==> config.mk <==
export PLATFORM = sky130hd
export DESIGN_NAME = smad_decoder
export DESIGN_NICKNAME = d
export VERILOG_FILES = /design/src/rtl/smad_pkg.sv /design/src/rtl/smad_cfg_regs.sv /design/src/rtl/smad_region_match.sv /design/src/rtl/smad_route.sv /design/src/rtl/smad_decoder.sv
export SDC_FILE = /design/constraint.sdc
export NUM_CORES = 1
export LEC_CHECK = 0
export ABC_AREA = 1
export CORE_MARGIN = 2
export CORE_UTILIZATION = 45
export DETAILED_ROUTE_END_ITERATION = 10
export DONT_BUFFER_PORTS = 1
export GPL_ROUTABILITY_DRIVEN = 1
export PLACE_DENSITY_LB_ADDON = 0.3
export SYNTH_ARGS = -nofsm -noshare
export SYNTH_HDL_FRONTEND = slang
export SYNTH_SLANG_ARGS = --single-unit
export TNS_END_PERCENT = 100
==> constraint.sdc <==
create_clock -name clk -period 4.12 [get_ports clk]
set_input_delay 0.412 -clock clk [delete_from_list [all_inputs] [get_ports clk]]
set_output_delay 0.412 -clock clk [all_outputs]
set_load 0.05 [all_outputs]
==> src/rtl/smad_pkg.sv <==
package smad_pkg;
   localparam int RE_BIT = 0;
   localparam int WE_BIT = 1;
   localparam int SMR_OPEN_BIT = 6;
   localparam int SMR_GEN_BIT = 3;
   localparam logic [2:0] SMR_FIXED = 3'b010;

   function automatic bit is_pow2(input longint unsigned v);
      return (v != 0) && ((v & (v - 1)) == 0);
   endfunction

   function automatic bit aligned_pow2(input longint unsigned base, input longint unsigned size);
      return is_pow2(size) && ((base % size) == 0);
   endfunction
endpackage

==> src/rtl/smad_cfg_regs.sv <==
module smad_cfg_regs
   import smad_pkg::*;
#(
   parameter int NUM_REGIONS = 13,
   parameter int ATTR_OFS    = 'h59,
   parameter int SMR_OFS     = 'h72
) (
   input  logic                   clk,
   input  logic                   rst_n,
   input  logic [7:0]             cfg_addr,
   input  logic                   cfg_wr,
   input  logic [7:0]             cfg_wdata,
   output logic [7:0]             cfg_rdata,
   output logic [NUM_REGIONS-1:0] region_re,
   output logic [NUM_REGIONS-1:0] region_we,
   output logic                   smr_open,
   output logic                   smr_gen
);
   localparam int NUM_BYTES = NUM_REGIONS / 2 + 1;
   localparam logic [7:0] ATTR_OFS_B = 8'(ATTR_OFS);
   localparam logic [7:0] SMR_OFS_B  = 8'(SMR_OFS);

   logic [NUM_BYTES-1:0][7:0] attr_q;
   logic [7:3]                smr_q;

   always_ff @(posedge clk or negedge rst_n) begin
      if (!rst_n) begin
         attr_q <= '0;
         smr_q  <= '0;
      end else if (cfg_wr) begin
         for (int b = 0; b < NUM_BYTES; b++) begin
            if (cfg_addr == ATTR_OFS_B + 8'(b)) attr_q[b] <= cfg_wdata;
         end
         if (cfg_addr == SMR_OFS_B) smr_q <= cfg_wdata[7:3];
      end
   end

   always_comb begin
      cfg_rdata = '0;
      for (int b = 0; b < NUM_BYTES; b++) begin
         if (cfg_addr == ATTR_OFS_B + 8'(b)) cfg_rdata = attr_q[b];
      end
      if (cfg_addr == SMR_OFS_B) cfg_rdata = {smr_q, SMR_FIXED};
   end

   assign smr_open = smr_q[SMR_OPEN_BIT];
   assign smr_gen  = smr_q[SMR_GEN_BIT];

   for (genvar r = 0; r < NUM_REGIONS; r++) begin : g_reg
      localparam int BI = (r + 1) / 2;
      if (r % 2 == 1) begin : g_lo
         assign region_re[r] = attr_q[BI][RE_BIT];
         assign region_we[r] = attr_q[BI][WE_BIT];
      end else begin : g_hi
         assign region_re[r] = attr_q[BI][4 + RE_BIT];
         assign region_we[r] = attr_q[BI][4 + WE_BIT];
      end
   end

   for (genvar b = 0; b < NUM_BYTES; b++) begin : g_chk
      AST_ATTR_WRITE_LANDS: assert property (@(posedge clk) disable iff (!rst_n)
         (cfg_wr && cfg_addr == ATTR_OFS_B + 8'(b)) |=> (attr_q[b] == $past(cfg_wdata)));
   end

   AST_SMR_LOW_FIXED: assert property (@(posedge clk) disable iff (!rst_n)
      (cfg_addr == SMR_OFS_B) |-> (cfg_rdata[2:0] == SMR_FIXED));

   AST_SMR_HOLD: assert property (@(posedge clk) disable iff (!rst_n)
      !(cfg_wr && cfg_addr == SMR_OFS_B) |=> $stable(smr_q));
endmodule

==> src/rtl/smad_region_match.sv <==
module smad_region_match
   import smad_pkg::*;
#(
   parameter int              ADDR_W    = 32,
   parameter int              NUM_EXP   = 12,
   parameter longint unsigned BIOS_BASE = 64'hF0000,
   parameter longint unsigned BIOS_SIZE = 64'h10000,
   parameter longint unsigned EXP_BASE  = 64'hC0000,
   parameter longint unsigned EXP_SIZE  = 64'h4000,
   parameter longint unsigned SMR_BASE  = 64'hA0000,
   parameter longint unsigned SMR_SIZE  = 64'h20000
) (
   input  logic              clk,
   input  logic              rst_n,
   input  logic [ADDR_W-1:0] acc_addr,
   output logic [NUM_EXP:0]  region_hit,
   output logic              smr_hit
);
   localparam int NUM_REGIONS = NUM_EXP + 1;
   localparam bit USE_MASK = aligned_pow2(BIOS_BASE, BIOS_SIZE) &&
                             aligned_pow2(EXP_BASE, EXP_SIZE) &&
                             aligned_pow2(SMR_BASE, SMR_SIZE);

   logic [NUM_REGIONS:0] hit_all;

   for (genvar r = 0; r <= NUM_REGIONS; r++) begin : g_win
      localparam longint unsigned LO =
         (r == 0)           ? BIOS_BASE :
         (r == NUM_REGIONS) ? SMR_BASE  :
                              EXP_BASE + 64'(r - 1) * EXP_SIZE;
      localparam longint unsigned SZ =
         (r == 0) ? BIOS_SIZE : (r == NUM_REGIONS) ? SMR_SIZE : EXP_SIZE;
      if (USE_MASK) begin : g_mask
         assign hit_all[r] = (acc_addr & ADDR_W'(~(SZ - 1))) == ADDR_W'(LO);
      end else begin : g_range
         assign hit_all[r] = ({1'b0, acc_addr} >= (ADDR_W+1)'(LO)) &&
                             ({1'b0, acc_addr} <  (ADDR_W+1)'(LO + SZ));
      end
   end

   assign region_hit = hit_all[NUM_REGIONS-1:0];
   assign smr_hit    = hit_all[NUM_REGIONS];

   AST_WINDOWS_DISJOINT: assert property (@(posedge clk) disable iff (!rst_n)
      $onehot0({region_hit, smr_hit}));
endmodule

==> src/rtl/smad_route.sv <==
module smad_route #(
   parameter int NUM_REGIONS = 13
) (
   input  logic                   clk,
   input  logic                   rst_n,
   input  logic [NUM_REGIONS-1:0] region_hit,
   input  logic [NUM_REGIONS-1:0] region_re,
   input  logic [NUM_REGIONS-1:0] region_we,
   input  logic                   smr_hit,
   input  logic                   smr_open,
   input  logic                   smr_gen,
   input  logic                   acc_write,
   input  logic                   acc_smm,
   output logic                   tgt_dram,
   output logic                   tgt_hit
);
   logic shadow_dram;
   logic smr_dram;

   always_comb begin
      shadow_dram = 1'b0;
      for (int r = 0; r < NUM_REGIONS; r++) begin
         if (region_hit[r]) shadow_dram = acc_write ? region_we[r] : region_re[r];
      end
   end

   assign smr_dram = (acc_smm && smr_gen) || smr_open;
   assign tgt_hit  = smr_hit || (|region_hit);
   assign tgt_dram = smr_hit ? smr_dram : shadow_dram;

   AST_OUTSIDE_TO_PCI: assert property (@(posedge clk) disable iff (!rst_n)
      !tgt_hit |-> !tgt_dram);
   AST_SMM_ENABLED_DRAM: assert property (@(posedge clk) disable iff (!rst_n)
      (smr_hit && acc_smm && smr_gen) |-> tgt_dram);
   AST_NONSMM_FOLLOWS_OPEN: assert property (@(posedge clk) disable iff (!rst_n)
      (smr_hit && !acc_smm) |-> (tgt_dram == smr_open));
endmodule

==> src/rtl/smad_decoder.sv <==
module smad_decoder #(
   parameter int              ADDR_W    = 32,
   parameter int              NUM_EXP   = 12,
   parameter longint unsigned BIOS_BASE = 64'hF0000,
   parameter longint unsigned BIOS_SIZE = 64'h10000,
   parameter longint unsigned EXP_BASE  = 64'hC0000,
   parameter longint unsigned EXP_SIZE  = 64'h4000,
   parameter longint unsigned SMR_BASE  = 64'hA0000,
   parameter longint unsigned SMR_SIZE  = 64'h20000,
   parameter int              ATTR_OFS  = 'h59,
   parameter int              SMR_OFS   = 'h72
) (
   input  logic              clk,
   input  logic              rst_n,
   input  logic [7:0]        cfg_addr,
   input  logic              cfg_wr,
   input  logic [7:0]        cfg_wdata,
   output logic [7:0]        cfg_rdata,
   input  logic [ADDR_W-1:0] acc_addr,
   input  logic              acc_write,
   input  logic              acc_smm,
   output logic              tgt_dram,
   output logic              tgt_hit
);
   localparam int NUM_REGIONS = NUM_EXP + 1;
   localparam int NUM_BYTES   = NUM_REGIONS / 2 + 1;

   if (NUM_EXP < 1) begin : g_bad_exp
      $error("NUM_EXP must be at least 1");
   end
   if (ADDR_W < 21 || ADDR_W > 62) begin : g_bad_aw
      $error("ADDR_W out of range");
   end
   if (EXP_BASE + 64'(NUM_EXP) * EXP_SIZE > BIOS_BASE || SMR_BASE + SMR_SIZE > EXP_BASE) begin : g_bad_map
      $error("decoded windows overlap");
   end
   if (SMR_OFS >= ATTR_OFS && SMR_OFS < ATTR_OFS + NUM_BYTES) begin : g_bad_ofs
      $error("SMRAM offset overlaps attribute bytes");
   end
   if (ATTR_OFS + NUM_BYTES > 256 || SMR_OFS > 255) begin : g_bad_space
      $error("configuration offsets exceed byte space");
   end

   logic [NUM_REGIONS-1:0] region_re, region_we, region_hit;
   logic                   smr_open, smr_gen, smr_hit;

   smad_cfg_regs #(
      .NUM_REGIONS(NUM_REGIONS), .ATTR_OFS(ATTR_OFS), .SMR_OFS(SMR_OFS)
   ) u_regs (
      .clk(clk), .rst_n(rst_n), .cfg_addr(cfg_addr), .cfg_wr(cfg_wr),
      .cfg_wdata(cfg_wdata), .cfg_rdata(cfg_rdata), .region_re(region_re),
      .region_we(region_we), .smr_open(smr_open), .smr_gen(smr_gen)
   );

   smad_region_match #(
      .ADDR_W(ADDR_W), .NUM_EXP(NUM_EXP), .BIOS_BASE(BIOS_BASE), .BIOS_SIZE(BIOS_SIZE),
      .EXP_BASE(EXP_BASE), .EXP_SIZE(EXP_SIZE), .SMR_BASE(SMR_BASE), .SMR_SIZE(SMR_SIZE)
   ) u_match (
      .clk(clk), .rst_n(rst_n), .acc_addr(acc_addr),
      .region_hit(region_hit), .smr_hit(smr_hit)
   );

   smad_route #(
      .NUM_REGIONS(NUM_REGIONS)
   ) u_route (
      .clk(clk), .rst_n(rst_n), .region_hit(region_hit), .region_re(region_re),
      .region_we(region_we), .smr_hit(smr_hit), .smr_open(smr_open),
      .smr_gen(smr_gen), .acc_write(acc_write), .acc_smm(acc_smm),
      .tgt_dram(tgt_dram), .tgt_hit(tgt_hit)
   );

   AST_CFG_NEXT_CYCLE: assert property (@(posedge clk) disable iff (!rst_n)
      (cfg_wr && cfg_addr == 8'(SMR_OFS)) ##1 (cfg_addr == 8'(SMR_OFS))
      |-> (cfg_rdata[7:3] == $past(cfg_wdata[7:3])));
endmodule

; After elaboration in Yosys (flattened, before gate mapping)
; Index checks and enable logic that the tools add are counted.
[word_totals]
register_bits = 61
wordCells = 77
in_bits = 53
[classes]
reduce_logical = 12
muxes = 35
eq_ne = 22
[op_table]
columns = cell, n
row1 = "18-bit by 6-bit equality test with 1-bit output, second input constant", 12
row2 = "8-bit by 7-bit equality test with 1-bit output, second input constant", 8
row3 = 8-bit two-way mux, 8
row4 = 1-bit two-way mux, 27
row5 = "16-bit by 4-bit equality test with 1-bit output, second input constant", 1
row6 = 2-bit AND reduction, 8
row7 = "15-bit by 3-bit equality test with 1-bit output, second input constant", 1
row8 = 13-bit OR reduction, 1
row9 = 1-bit logical OR, 2
row10 = 1-bit logical AND, 1

; Depth between registers and ports, before layout
[depth]
ltp_word = 15
mapped_depth = 18
ltp_nobuf = 18

; Hierarchy
; A second synthesis with hierarchy kept.
[hier_totals]
cells_unflattened = 516
hier_area_um2 = 3913.8
[by_module_without_submodules]
columns = module, cells_per_inst, instances, area_per_inst_um2
row1 = smad_cfg_regs, 371, 1, 3215.6
row2 = smad_route, 81, 1, 369.1
row3 = smad_region_match, 64, 1, 329.1

; Least setup slack after synthesis
; No wires, ideal clock.
[synth_timing]
path_kind = input -> output
startpoint = input acc_addr[26]
endpoint = output tgt_dram
path_stages = 18
path_slack_ns = 1.737
arrival_time_ns = 1.971
t_required_ns = 3.708
cell_sequence = nor2_1 > nand2_1 > nor2_2 > buf_6 > nand2_4 > nor2_4 > nand4_1 > nand2_1 > inv_1 > nand2_1 > nand2_1 > nand2_1 > nand2_1 > nand2_1 > nand2_1 > nand2_1 > nand2_1 > a21oi_2
[synth_between]
elab_chain_len = 15
word_cells_on_any_way = 28
classes_between = eq/ne (14) / mux (14)
[synth_rtl]
columns = element, line
row1 = from (decl), smad_decoder.sv:19  ; input logic [ADDR_W-1:0] acc_addr,
row2 = 16-bit by 4-bit equality test with 1-bit output, smad_region_match.sv:34  ; assign hit_all[r] = (acc_addr & ADDR_W'(~(SZ - 1))) == ADDR_W'(LO);
row3 = 1-bit two-way mux (13 in a row), smad_route.sv:23  ; if (region_hit[r]) shadow_dram = acc_write ? region_we[r] : region_re[r];
row4 = 1-bit two-way mux (*), smad_route.sv:29  ; assign tgt_dram = smr_hit ? smr_dram : shadow_dram;
row5 = to (decl), smad_decoder.sv:22  ; output logic tgt_dram,
; Mark *: on every way between the ends. The rest lies on a longest branch, timed or not.

; Worst setup path in the final report
; Ends and elaborated chain as after synthesis.

==> results.sh <==
export IMPL_rsz0062_at_grt="false"
export IMPL_crit_type="in -> out"
export IMPL_syn_instance_count=449
export IMPL_tns_ps=0
export IMPL_max_cap_violations=0
export IMPL_post_route_drc_count=0
export IMPL_leakage_nw=1.69
export IMPL_synth_cell_area_sq_um=3300
export IMPL_clkLatencyLatePin_ps=330
export IMPL_io_buffers=0
export IMPL_critPathCaptureType="primary output"
export IMPL_crit_path_start_kind="input port"
export IMPL_post_cts_buffers=0
export IMPL_drtIter0Drc=161
export IMPL_rows=31
export IMPL_period_needed_ps=2860
export IMPL_gp_congestion=0.870
export IMPL_htreeDepth=3
export IMPL_cts_tree="built"
export IMPL_grt_overflow=0
export IMPL_mostFrequentLayoutCells="151 x nand2_1, 77 x o21ai_0, 61 x dfrtp_1"
export IMPL_clock_skew_ps=0
export IMPL_drive_gt1_share_pct=6.39
export IMPL_cp_arrival_ps=2440
export IMPL_ir_drop_v=0.000160
export IMPL_synth_distinct_cells=32
export IMPL_fp_dieW_microns=89.7
export IMPL_synth_nets=502
export IMPL_hold_violations=0
export IMPL_clock_sinks=61
export IMPL_ioPinCount=63
export IMPL_die_height_microns=89.7
export IMPL_path_clk_slew_ps=70
export IMPL_finalCritPeriodShare_pct=69.3
export IMPL_drt_pass1_iterations=4
export IMPL_grt_pass1_vias=2637
export IMPL_report_final_slew_viol_count=0
export IMPL_cts_resized=0
export IMPL_final_util_pct=49.8
export IMPL_hpwlAfterDp_mm=5.98
export IMPL_detail_route_antenna_nets=0
export IMPL_syn_to_final_growth_pct=8.26
export IMPL_crit_fanout=11
export IMPL_critical_path_required_ps=3710
export IMPL_ys_flop_type="dfrtp_1"
export IMPL_numCtsBuffers=9
export IMPL_synth_async_reset_ratio_pct=100
export IMPL_setup_viol_count_final=0
export IMPL_layout_commonest_cell="nand2_1"
export IMPL_antenna_found_initial=0
export IMPL_wirelength_mm=7.91
export IMPL_ys_warn_count=0
export IMPL_vias_per_cell=5.27
export IMPL_vias=2912
export IMPL_postSynthAreaPerCell_sq_um=7.36
export IMPL_initial_core_util_pct=46.0
export IMPL_wl_per_cell_microns=14.3
export IMPL_clockBufferDepth=2
export IMPL_tightest_slew_ps=1160
export IMPL_ys_seq_area_share_pct=46.2
export IMPL_ctsRootBufferMaster="clkbuf_8"
export IMPL_track_usage_pct=20.7
export IMPL_fmax_mhz=350
export IMPL_antennaDiodeCount=0
export IMPL_slew_headroom_pct=22.2
export IMPL_grt_pass1_wl_mm=12.5
export IMPL_fin_nets=504
export IMPL_hold_class="in -> reg"
export IMPL_grt_max_degree=62
export IMPL_power_w=0.00118
export IMPL_post_layout_nonfiller_instances=553
export IMPL_outcome="completed"
export IMPL_p_per_area_nw_per_um2=331
export IMPL_ys_ff_latch=61
export IMPL_dp_cells=537
export IMPL_dieArea_sq_um=8040
export IMPL_synth_edff_count=0
export IMPL_core_area_sq_um=7180
-- layout make-up --
type / instances / area (sq um)
inverter: 50 / 188
tap: 99 / 124
timing repair buffer: 2 / 37.5
multi-input combinational: 327 / 1540
sequential: 61 / 1530
fill: 735 / 3600
clock buffer: 12 / 155
clock inverter: 2 / 10.0
-- state kept, by name, summed over array words and instances, names as in the netlist --
register / flops
u_regs.smr_q: 5
u_regs.region_re: 13
u_regs.attr_q: 30
u_regs.region_we: 13
-- worst paths after layout --
check | startpoint | to | slack (ps) | cells past startpoint
worst min register to register | u_regs.attr_q[43]$_DFFE_PN0P_ | u_regs.attr_q[43]$_DFFE_PN0P_ | 490 | 2
min in group asynchronous | rst_n | u_regs.smr_q[4]$_DFFE_PN0P_ | 600 | 2
worst max-delay path | acc_addr[26] | tgt_dram | 1260 | 17
max in group asynchronous | rst_n | u_regs.region_we[3]$_DFFE_PN0P_ | 3260 | 2
worst min-delay path | cfg_wdata[0] | u_regs.region_re[11]$_DFFE_PN0P_ | 360 | 2
worst max register to register | u_regs.region_re[2]$_DFFE_PN0P_ | u_regs.region_re[2]$_DFFE_PN0P_ | 3410 | 2
-- worst max-delay path, stage by stage --
cell and delay [ps]:
nor2_1 80, nand2_1 70, nor2_2 390, nand3_1 170, nor2_1 160, nand2_1 100, nand2_1 90, inv_1 40
nand2_1 50, nand2_1 60, nand2_1 60, nand2_1 40, nand2_1 50, nand2_1 50, nand2_1 50, nand2_1 50
a21oi_2 510
-- synth_stat cells (2+ instances only) --
cell	number	area, sq um
dfrtp_1	61	1530
buf_2	4	20.0
nand2_2	2	12.5
nor2_4	2	22.5
nand4_1	14	87.6
inv_2	2	7.51
o2111ai_1	3	26.3
nand3_1	11	55.1
o21ai_0	77	385
a221oi_1	2	17.5
nand2_1	151	567
nor2_1	24	90.1
nor4_1	2	12.5
nor3_1	5	25.0
o211ai_1	2	15.0
clkbuf_1	6	22.5
inv_1	48	180
nor2_2	5	31.3
a21oi_1	12	60.1
a22o_1	4	35.0
-- where the power goes --
group | internal [W] | total, W | switching [W]
logic | 0.0000244 | 0.0000778 | 0.0000534
registers | 0.000628 | 0.000646 | 0.0000188
clock network | 0.000242 | 0.000459 | 0.000217
-- per-layer routing --
metal  GRT usage (%)  part of all wire [%]  routed length (microns)
met4            10.0                   1.6                      127
met2            33.2                    48                     3780
met5               0                     0                        0
met1            27.8                    45                     3580
met3            2.93                   5.3                      420
-- metrics by stage --
stage          setup WS, ps  hold WS, ps  area (sq um)
6_report               1260          363          3580
5_1_grt                 911          393          3580
4_1_cts                1270          368          3580
3_5_place_dp           1270          117          3370
3_3_place_gp           1280          117          3370
2_1_floorplan          1740          116          3300
-- logic make-up after synthesis --
kind of cell	synth area share, %
mux	0.303
flops	46.2
compound gates	17.9
buf+inv	7.31
simple gates	28.3
-- timing repair --
action / in CTS / in global routing
endpoints found under the hold margin: 61 / 0
hold buffers: 2 / 0
setup endpoints to repair: 0 / 0
(Power assumes the default switching activity.)
